[src/rtl/discPkg.sv]
package discPkg;
  parameter int CH_N   = 16;
  parameter int CODE_W = 4;

  typedef enum logic [1:0] {
    PH_IDLE  = 2'd0,
    PH_DEAD  = 2'd1,
    PH_WIDTH = 2'd2
  } phase_t;

  // strobes from control to timer datapath, one bit per channel
  typedef struct packed {
    logic [CH_N-1:0] loadDead;
    logic [CH_N-1:0] loadWidth;
    logic [CH_N-1:0] run;
  } timerCtl_t;
endpackage

[src/rtl/discChanCtrl.sv]
module discChanCtrl
  import discPkg::*;
(
  input  logic            clk,
  input  logic            rstN,
  input  logic [CH_N-1:0] trigIn,
  input  logic [CH_N-1:0] maskIn,
  input  logic            vetoIn,
  input  logic            testIn,
  input  logic [CH_N-1:0] expired,
  output timerCtl_t       tctl,
  output logic [CH_N-1:0] pulse,
  output logic [CH_N-1:0] busy
);
  logic [CH_N-1:0] trigPrev;
  logic            testPrev;
  logic            testRise;

  always_ff @(posedge clk or negedge rstN) begin
    if (!rstN) begin
      trigPrev <= '0;
      testPrev <= 1'b0;
    end else begin
      trigPrev <= trigIn;
      testPrev <= testIn;
    end
  end

  assign testRise = testIn & ~testPrev;

  for (genvar c = 0; c < CH_N; c++) begin : g_chan
    phase_t phase, phaseNext;
    logic   accept;

    assign accept = (phase == PH_IDLE) & ~maskIn[c] & ~vetoIn
                  & ((trigIn[c] & ~trigPrev[c]) | testRise);

    always_comb begin
      phaseNext           = phase;
      tctl.loadDead[c]    = 1'b0;
      tctl.loadWidth[c]   = 1'b0;
      unique case (phase)
        PH_IDLE: if (accept) begin
          phaseNext        = PH_DEAD;
          tctl.loadDead[c] = 1'b1;
        end
        PH_DEAD: if (expired[c]) begin
          phaseNext         = PH_WIDTH;
          tctl.loadWidth[c] = 1'b1;
        end
        PH_WIDTH: if (expired[c]) phaseNext = PH_IDLE;
        default: phaseNext = PH_IDLE;
      endcase
    end

    always_ff @(posedge clk or negedge rstN) begin
      if (!rstN) phase <= PH_IDLE;
      else       phase <= phaseNext;
    end

    assign tctl.run[c] = (phase != PH_IDLE);
    assign pulse[c]    = (phase == PH_WIDTH);
    assign busy[c]     = (phase != PH_IDLE);
  end
endmodule

[src/rtl/discTimerBank.sv]
module discTimerBank
  import discPkg::*;
#(
  parameter int STEP_CYCLES = 4
) (
  input  logic              clk,
  input  logic              rstN,
  input  timerCtl_t         tctl,
  input  logic [CODE_W-1:0] deadCode,
  input  logic [CODE_W-1:0] widthCode,
  output logic [CH_N-1:0]   expired
);
  localparam int MAX_LEN = (1 << CODE_W) * STEP_CYCLES;
  localparam int CNT_W   = (MAX_LEN > 2) ? $clog2(MAX_LEN) : 1;

  function automatic logic [CNT_W-1:0] lenOf(input logic [CODE_W-1:0] code);
    int unsigned len;
    len = (int'(code) + 1) * STEP_CYCLES - 1;
    return CNT_W'(len);
  endfunction

  for (genvar c = 0; c < CH_N; c++) begin : g_tmr
    logic [CNT_W-1:0]  cnt;
    logic [CODE_W-1:0] widthHeld;

    always_ff @(posedge clk or negedge rstN) begin
      if (!rstN) begin
        cnt       <= '0;
        widthHeld <= '0;
      end else if (tctl.loadDead[c]) begin
        cnt       <= lenOf(deadCode);
        widthHeld <= widthCode;
      end else if (tctl.loadWidth[c]) begin
        cnt <= lenOf(widthHeld);
      end else if (tctl.run[c] && cnt != '0) begin
        cnt <= cnt - 1'b1;
      end
    end

    assign expired[c] = (cnt == '0);
  end
endmodule

[src/rtl/discFireTally.sv]
module discFireTally
  import discPkg::*;
#(
  parameter int SUM_W = $clog2(CH_N + 1)
) (
  input  logic [CH_N-1:0]  pulse,
  output logic             anyFire,
  output logic [SUM_W-1:0] fireSum
);
  logic [SUM_W-1:0] partial [CH_N+1];

  assign partial[0] = '0;
  for (genvar c = 0; c < CH_N; c++) begin : g_add
    assign partial[c+1] = partial[c] + SUM_W'(pulse[c]);
  end

  assign fireSum = partial[CH_N];
  assign anyFire = |pulse;
endmodule

[src/rtl/discShaper16.sv]
module discShaper16
  import discPkg::*;
#(
  parameter int STEP_CYCLES = 4,
  localparam int SUM_W = $clog2(CH_N + 1)
) (
  input  logic              clk,
  input  logic              rstN,
  input  logic [CH_N-1:0]   trigIn,
  input  logic [CH_N-1:0]   maskIn,
  input  logic              vetoIn,
  input  logic              testIn,
  input  logic [CODE_W-1:0] deadCode,
  input  logic [CODE_W-1:0] widthCode,
  output logic [CH_N-1:0]   pulseOut,
  output logic              orOut,
  output logic [SUM_W-1:0]  fireCount
);
  timerCtl_t       tctl;
  logic [CH_N-1:0] expired;
  logic [CH_N-1:0] chanBusy;

  discChanCtrl i_ctrl (
    .clk     (clk),
    .rstN    (rstN),
    .trigIn  (trigIn),
    .maskIn  (maskIn),
    .vetoIn  (vetoIn),
    .testIn  (testIn),
    .expired (expired),
    .tctl    (tctl),
    .pulse   (pulseOut),
    .busy    (chanBusy)
  );

  discTimerBank #(.STEP_CYCLES(STEP_CYCLES)) i_tmr (
    .clk       (clk),
    .rstN      (rstN),
    .tctl      (tctl),
    .deadCode  (deadCode),
    .widthCode (widthCode),
    .expired   (expired)
  );

  discFireTally #(.SUM_W(SUM_W)) i_tally (
    .pulse   (pulseOut),
    .anyFire (orOut),
    .fireSum (fireCount)
  );
endmodule

[config.mk]
export PLATFORM = sky130hd
export DESIGN_NAME = discShaper16
export DESIGN_NICKNAME = d
export VERILOG_FILES = /design/src/rtl/discPkg.sv /design/src/rtl/discChanCtrl.sv /design/src/rtl/discTimerBank.sv /design/src/rtl/discFireTally.sv /design/src/rtl/discShaper16.sv
export SDC_FILE = /design/constraint.sdc
export NUM_CORES = 1
export LEC_CHECK = 0
export ABC_AREA = 1
export BUFFER_PORTS_ARGS = -buffer_cell sky130_fd_sc_hd__buf_2
export CAP_MARGIN = 25
export CORE_MARGIN = 8
export CORE_UTILIZATION = 35
export CTS_BUF_LIST = sky130_fd_sc_hd__clkbuf_4
export CTS_CLUSTER_SIZE = 16
export DETAILED_ROUTE_END_ITERATION = 7
export PLACE_DENSITY = 0.6
export SLEW_MARGIN = 40
export SYNTH_ARGS = -nofsm -noshare
export SYNTH_HDL_FRONTEND = slang
export SYNTH_SLANG_ARGS = --single-unit
[constraint.sdc]
create_clock -name clk -period 11.7 [get_ports clk]
set_input_delay 0.585 -clock clk [delete_from_list [all_inputs] [get_ports clk]]
set_output_delay 0.585 -clock clk [all_outputs]
set_load 0.01 [all_outputs]
## Word level (Yosys, flattened, before mapping)

Cells that the tools add are included.

- Add/subtract/negate cells: 65
- Eq/ne operators: 80
- Multiplexer cells: 176
- Bitwise gates (word level): 115
- Reductions and logical operators: 113

Operators with widths:

| kind | count |
|---|---|
| two-way mux 6 bit | 48 |
| subtractor 6 x 2 -> 6 bit, second input constant | 17 |
| logical NOT 6 bit | 16 |
| two-way mux 2 bit | 48 |
| one-hot mux 2 bit (3 select lines) | 16 |
| nonzero test 6 bit | 16 |
| subtractor 6 x 1 -> 6 bit, second input constant | 16 |
| adder 5 x 1 -> 5 bit | 14 |
| adder 4 x 1 -> 4 bit, second input constant | 17 |
| bitwise AND 1 bit | 65 |
| two-way mux 1 bit | 64 |
| inequality test 2 bit, second input constant | 32 |
| AND reduction 3 bit | 16 |
| nonzero test 3 bit | 16 |
| inverter 1 bit | 34 |
| equality test 2 x 1 -> 1 bit, second input constant | 16 |
| equality test 2 bit, second input constant | 16 |
| logical NOT 2 bit | 16 |
| inequality test 2 x 1 -> 1 bit, second input constant | 16 |
| nonzero test 2 bit | 16 |
| logical AND 1 bit | 16 |
| OR 1 bit | 16 |
| OR reduction 16 bit | 1 |
| adder 1 x 1 -> 2 bit | 1 |

- Register bits after elaboration: 209

## Logic depth before layout (Yosys ltp)

- Word-level depth: 16
- Depth in mapped cells: 15
- Depth with buffers taken out: 15

## Hierarchy

Synthesis repeated with hierarchy kept, for this count alone.

- Cell total of the unflattened synthesis: 1,950
- Area total of the unflattened synthesis: 13,639.3 um^2

By module, submodules not included:

| module | times used | cells an instance | area each (um^2) |
|---|---|---|---|
| discTimerBank | 1 | 1,511 | 10,582.6 |
| discChanCtrl | 1 | 374 | 2,593.7 |
| discFireTally | 1 | 65 | 462.9 |

## Worst setup path after synthesis

Ideal clock, no wire load.

- Kind: register to output
- Start: reg i_ctrl.g_chan[2].phase[0]
- End: out fireCount[2]
- Arrival: 3.801 ns
- Setup slack: 7.314 ns
- Cell stages (with the launch flop): 11
- Path through: dfrtp_1 > nor2_1 > inv_1 > fa_1 > fa_1 > inv_1 > fa_1 > fa_1 > fa_1 > fa_1 > xor2_1

- Word-level cells in the longest chain between the ends: 15

Ends and longest elaborated chain:

| item | RTL line | text |
|---|---|---|
| start, declared | discChanCtrl.sv:32 | `phase_t phase, phaseNext;` |
| start signal, assigned | discChanCtrl.sv:58 | `else phase <= phaseNext;` |
| equality test 2 bit | discChanCtrl.sv:62 | `assign pulse[c] = (phase == PH_WIDTH);` |
| named net pulseOut[2] | discShaper16.sv:15 | `output logic [CH_N-1:0] pulseOut,` |
| adder 5 x 1 -> 5 bit (14 in a row) | discFireTally.sv:14 | `assign partial[c+1] = partial[c] + SUM_W'(pulse[c]);` |
| end, declared | discShaper16.sv:17 | `output logic [SUM_W-1:0] fireCount` |

The timed path passes the listed nets, and every way through them passes these cells.

## Worst setup path after layout

- Start: reg i_ctrl.g_chan[3].phase[0]
- End: out fireCount[2]

- Word-level cells in the longest chain between the ends: 14

Ends and longest elaborated chain:

| item | RTL line |
|---|---|
| start, declared | discChanCtrl.sv:32 |
| start signal, assigned | discChanCtrl.sv:58 |
| equality test 2 bit | discChanCtrl.sv:62 |
| adder 5 x 1 -> 5 bit (13 in a row) | discFireTally.sv:14 |

No other way between the ends.

==> results.yml <==
status:
  outcome: "finished clean"
detailed_routing:
  amount_of_wire_on_met2_after_detailed_routing_um: 16800
  wl_met1_um: 17900
  route.detailed.drc: 0
  drt_wl_total_um: 37500
  ant_nets_after_route: 0
  post_drt_wl_per_cell_um: 13.4
  detail_route.first_pass.iterations: 7
  viasPerCell: 4.73
  detailroute.wirelength.met3_um: 1870
  initial_drc_count: 851
  top_layer: "met4"
  dr_total_vias: 13300
final_layout:
  most_common_library_cell_in_the_layout_ignoring_fill_and_taps: "sky130_fd_sc_hd__nand2_1"
  fillCellCount: 4242
  most-common-layout-cells: "sky130_fd_sc_hd__nand2_1 (769), sky130_fd_sc_hd__inv_1 (328), sky130_fd_sc_hd__dfrtp_1 (209)"
  multiInputGateArea_mm2: 0.00774
  areaGrowthSynthToFinish_pct: 13.0
  final_core_util_pct: 40.0
  final_cell_count_no_fill: 2807
  fraction_of_layout_cells_with_a_size_suffix_above_1_pct: 10.3
  count_of_nets_after_finishing: 2359
  final-seq-area_mm2: 0.00523
power_and_ir_drop:
  power.ir.vdd_worst_mv: 0.0652
  sw_frac_of_total_pct: 25.7
  sequentialPowerShare_pct: 48.7
  power_report.internal_total_mw: 1.11
  clock_power_share_pct: 46.7
  share_of_total_power_in_combinational_logic_pct: 4.6
  power.net_switching_uw: 384
  power.leakage_nw: 9.22
  power-per-cell-area_mw_per_mm2: 91.6
grt:
  grt_antenna_before_repair: 1
  grt_first_pass_wirelength_um: 62300
  globalRouteOverflowTotal: 0
  pin_count_of_the_biggest_net_entering_global_routing: 78
  vias_in_the_first_global_route: 12500
  gr-usage-all-layers_pct: 16.0
timing:
  maxSlewViolCount: 0
  final.setup.tns_ns: 0
  grt_setup_unrepaired: "false"
  setup_slack_ns: 6.29
  worst_slew_margin_rel_pct: 51.7
  finalWorstPathRequiredPeriod_ns: 5.41
  final_cycle_share_pct: 46.2
  timing.final.setup_violations: 0
  finalClockSkew_ns: 0.0537
  worst_pin_slew_ns: 0.725
  hold_ws_ns: 0.251
  final-hold-violation-count: 0
  max_clock_freq_mhz: 185
placement:
  place_worst_setup_slack_ns: 6.97
  post-dp-hpwl_um: 25800
  portBuffers: 65
  gpl.final_weighted_congestion: 0.847
  numPlacedInstances: 2683
critical_path:
  slowest_stage_cell_cp: "sky130_fd_sc_hd__fa_1"
  cpMostUsedCell: "sky130_fd_sc_hd__fa_1"
  timing.critical_path.slowest_cell_delay_ns: 0.55
  critical_path.endpoint_type: "output port"
  crit_path_start_kind: "flip-flop"
  timing.critical_path.cells: "nor2_1 > inv_1 > fa_1 > fa_1 > inv_1 > fa_1 > fa_1 > fa_1 > fa_1 > xor2_1 > buf_2"
  critical_path_required_ns: 11.12
  crit_path_class: "reg2out"
  cp.arrival_ns: 4.82
  crit_path_max_fanout: 3
logic_synthesis:
  async_flop_share_pct: 100
  synth-edff-count: 0
  seq_area_frac_synth_pct: 36.3
  synth-main-ff-cell: "sky130_fd_sc_hd__dfrtp_1"
  synthesis.instances: 2109
  synth_top_area_share_pct: 36.3
  synthesis.area_per_instance_um2: 6.84
  synth_top_cell_by_area: "sky130_fd_sc_hd__dfrtp_1"
  synthesis.yosys.warnings: 0
  ys_ff_latch: 209
  ys_top_cells_by_area: "sky130_fd_sc_hd__dfrtp_1 (36%), sky130_fd_sc_hd__nand2_1 (20%), sky130_fd_sc_hd__inv_1 (8.6%)"
  synth.distinct_cells: 31
  synth.net_count: 2236
  synth.cell_area_mm2: 0.0144
die:
  fp.dieArea_mm2: 0.0480
  die_h_um: 219
  initial_utilization_pct: 35.4
  design.portCount: 66
  design.core.area_mm2: 0.0407
  floorplan.die.width_um: 219
  core.rowCount: 74
clock_network:
  cts_resized: 0
  clk-insertion-delay-late_ns: 0.78
  tritoncts_num_sinks: 209
  number_of_buffers_created_by_cts: 61
  total_number_of_h_tree_levels: 2
  root_buffer_cell: "sky130_fd_sc_hd__clkbuf_4"
  cts_tree: "built"
  clkTransAtPathRegs_ns: 0.07
  cts_buffer_depth: 3
worst_hold_path:
  hold_path_class: "in2async"
job:
  cap_violations: 0
[worst paths after layout]
path                                      startpoint                          end  slack (ns)  cells past startpoint
setup / recovery           i_ctrl.g_chan[3].phase[0]                 fireCount[2]        6.29                     11
hold / removal                                  rstN           i_ctrl.trigPrev[2]        0.25                      2
setup reg to reg                     i_ctrl.testPrev       i_tmr.g_tmr[15].cnt[0]        9.46                      7
hold reg to reg               i_tmr.g_tmr[12].cnt[0]       i_tmr.g_tmr[12].cnt[0]        0.49                      2
max in group asynchronous                       rstN        i_tmr.g_tmr[0].cnt[2]       10.49                      3
min in group clk                        widthCode[2]  i_tmr.g_tmr[9].widthHeld[2]        0.32                      3
[area by class of cell]
| type | count | area share (%) |
|---|---|---|
| multi-input combinational | 1524 | 47.5 |
| sequential | 209 | 32.1 |
| inverter | 349 | 8.04 |
| clock buffer | 89 | 4.10 |
| tap | 532 | 4.08 |
| timing repair buffer | 87 | 3.62 |
| clock inverter | 16 | 0.561 |
| antenna | 1 | 0.0154 |
[power groups by stage]
stage | logic, mW | clock network, mW | registers, mW
6_report | 0.0687 | 0.697 | 0.726
5_1_grt | 0.0772 | 0.766 | 0.726
4_1_cts | 0.0722 | 0.730 | 0.726
3_5_place_dp | 0.0672 | 0 | 0.740
3_3_place_gp | 0.0636 | 0 | 0.740
2_1_floorplan | 0.0216 | 0 | 0.740
[metrics by stage]
stage	power [mW]	area, um2
floorplan	0.761	14400
global placement	0.803	15300
detailed placement	0.807	15400
CTS	1.53	16300
global route	1.57	16300
finish	1.49	16300
[worst max-delay path: cells and delay by family, from the launching register on]
family	cells	cell delay (ns)
xor+xnor	1	0.29
fa+ha+maj	6	2.82
buf+inv	3	0.39
flops	1	0.38
simple gates	1	0.22
[registers in the layout, summed over array words and instances, names as in the netlist]
| register | count |
|---|---|
| i_ctrl.g_chan.phase | 32 |
| i_ctrl.trigPrev | 16 |
| i_tmr.g_tmr.cnt | 96 |
| i_ctrl.testPrev | 1 |
| i_tmr.g_tmr.widthHeld | 64 |
[metal layers]
layer / GRT usage [%] / vias to the layer above
met5: 0 / -
li1: - / 6871
met4: 5.27 / 0
met2: 25.5 / 267
met1: 21.4 / 6086
met3: 3.36 / 65
[cell families after synthesis]
kind of cell / after synthesis / share of synthesized area [%]
adders and majority gates: 83 / 7.72
DFF: 209 / 36.3
xor gates and xnor gates: 66 / 4.01
buffers and inverters: 376 / 10.1
and+or+nand+nor: 1225 / 36.5
AOI/OAI and AO/OA: 150 / 5.44
[repair_timing]
| action | 4_1_cts | 5_1_grt |
|---|---|---|
| endpoints found under the setup margin | 0 | 0 |
| setup buffers | 0 | 0 |
| hold buffers | 18 | 0 |
| hold endpoints to repair | 149 | 0 |
[cells in the mapped netlist, types with 4 or more instances]
library cell               number
sky130_fd_sc_hd__clkbuf_1      10
sky130_fd_sc_hd__inv_1        332
sky130_fd_sc_hd__nor2_2         8
sky130_fd_sc_hd__a21oi_1        5
sky130_fd_sc_hd__o21ai_0       80
sky130_fd_sc_hd__a31oi_1       13
sky130_fd_sc_hd__dfrtp_1      209
sky130_fd_sc_hd__xor2_1        25
sky130_fd_sc_hd__o211ai_1       6
sky130_fd_sc_hd__fa_1          10
sky130_fd_sc_hd__nand2_2       11
sky130_fd_sc_hd__nor2_1       155
sky130_fd_sc_hd__nand4_1       61
sky130_fd_sc_hd__nand3_2       27
sky130_fd_sc_hd__ha_1          73
sky130_fd_sc_hd__nand4_2        4
sky130_fd_sc_hd__xnor2_1       41
sky130_fd_sc_hd__inv_2         16
sky130_fd_sc_hd__nand2_1      770
sky130_fd_sc_hd__nor3_1        17
sky130_fd_sc_hd__buf_2         13
sky130_fd_sc_hd__o21ai_1       45
sky130_fd_sc_hd__nand3_1      167
Note: power is estimated with default switching activity, not from simulation.
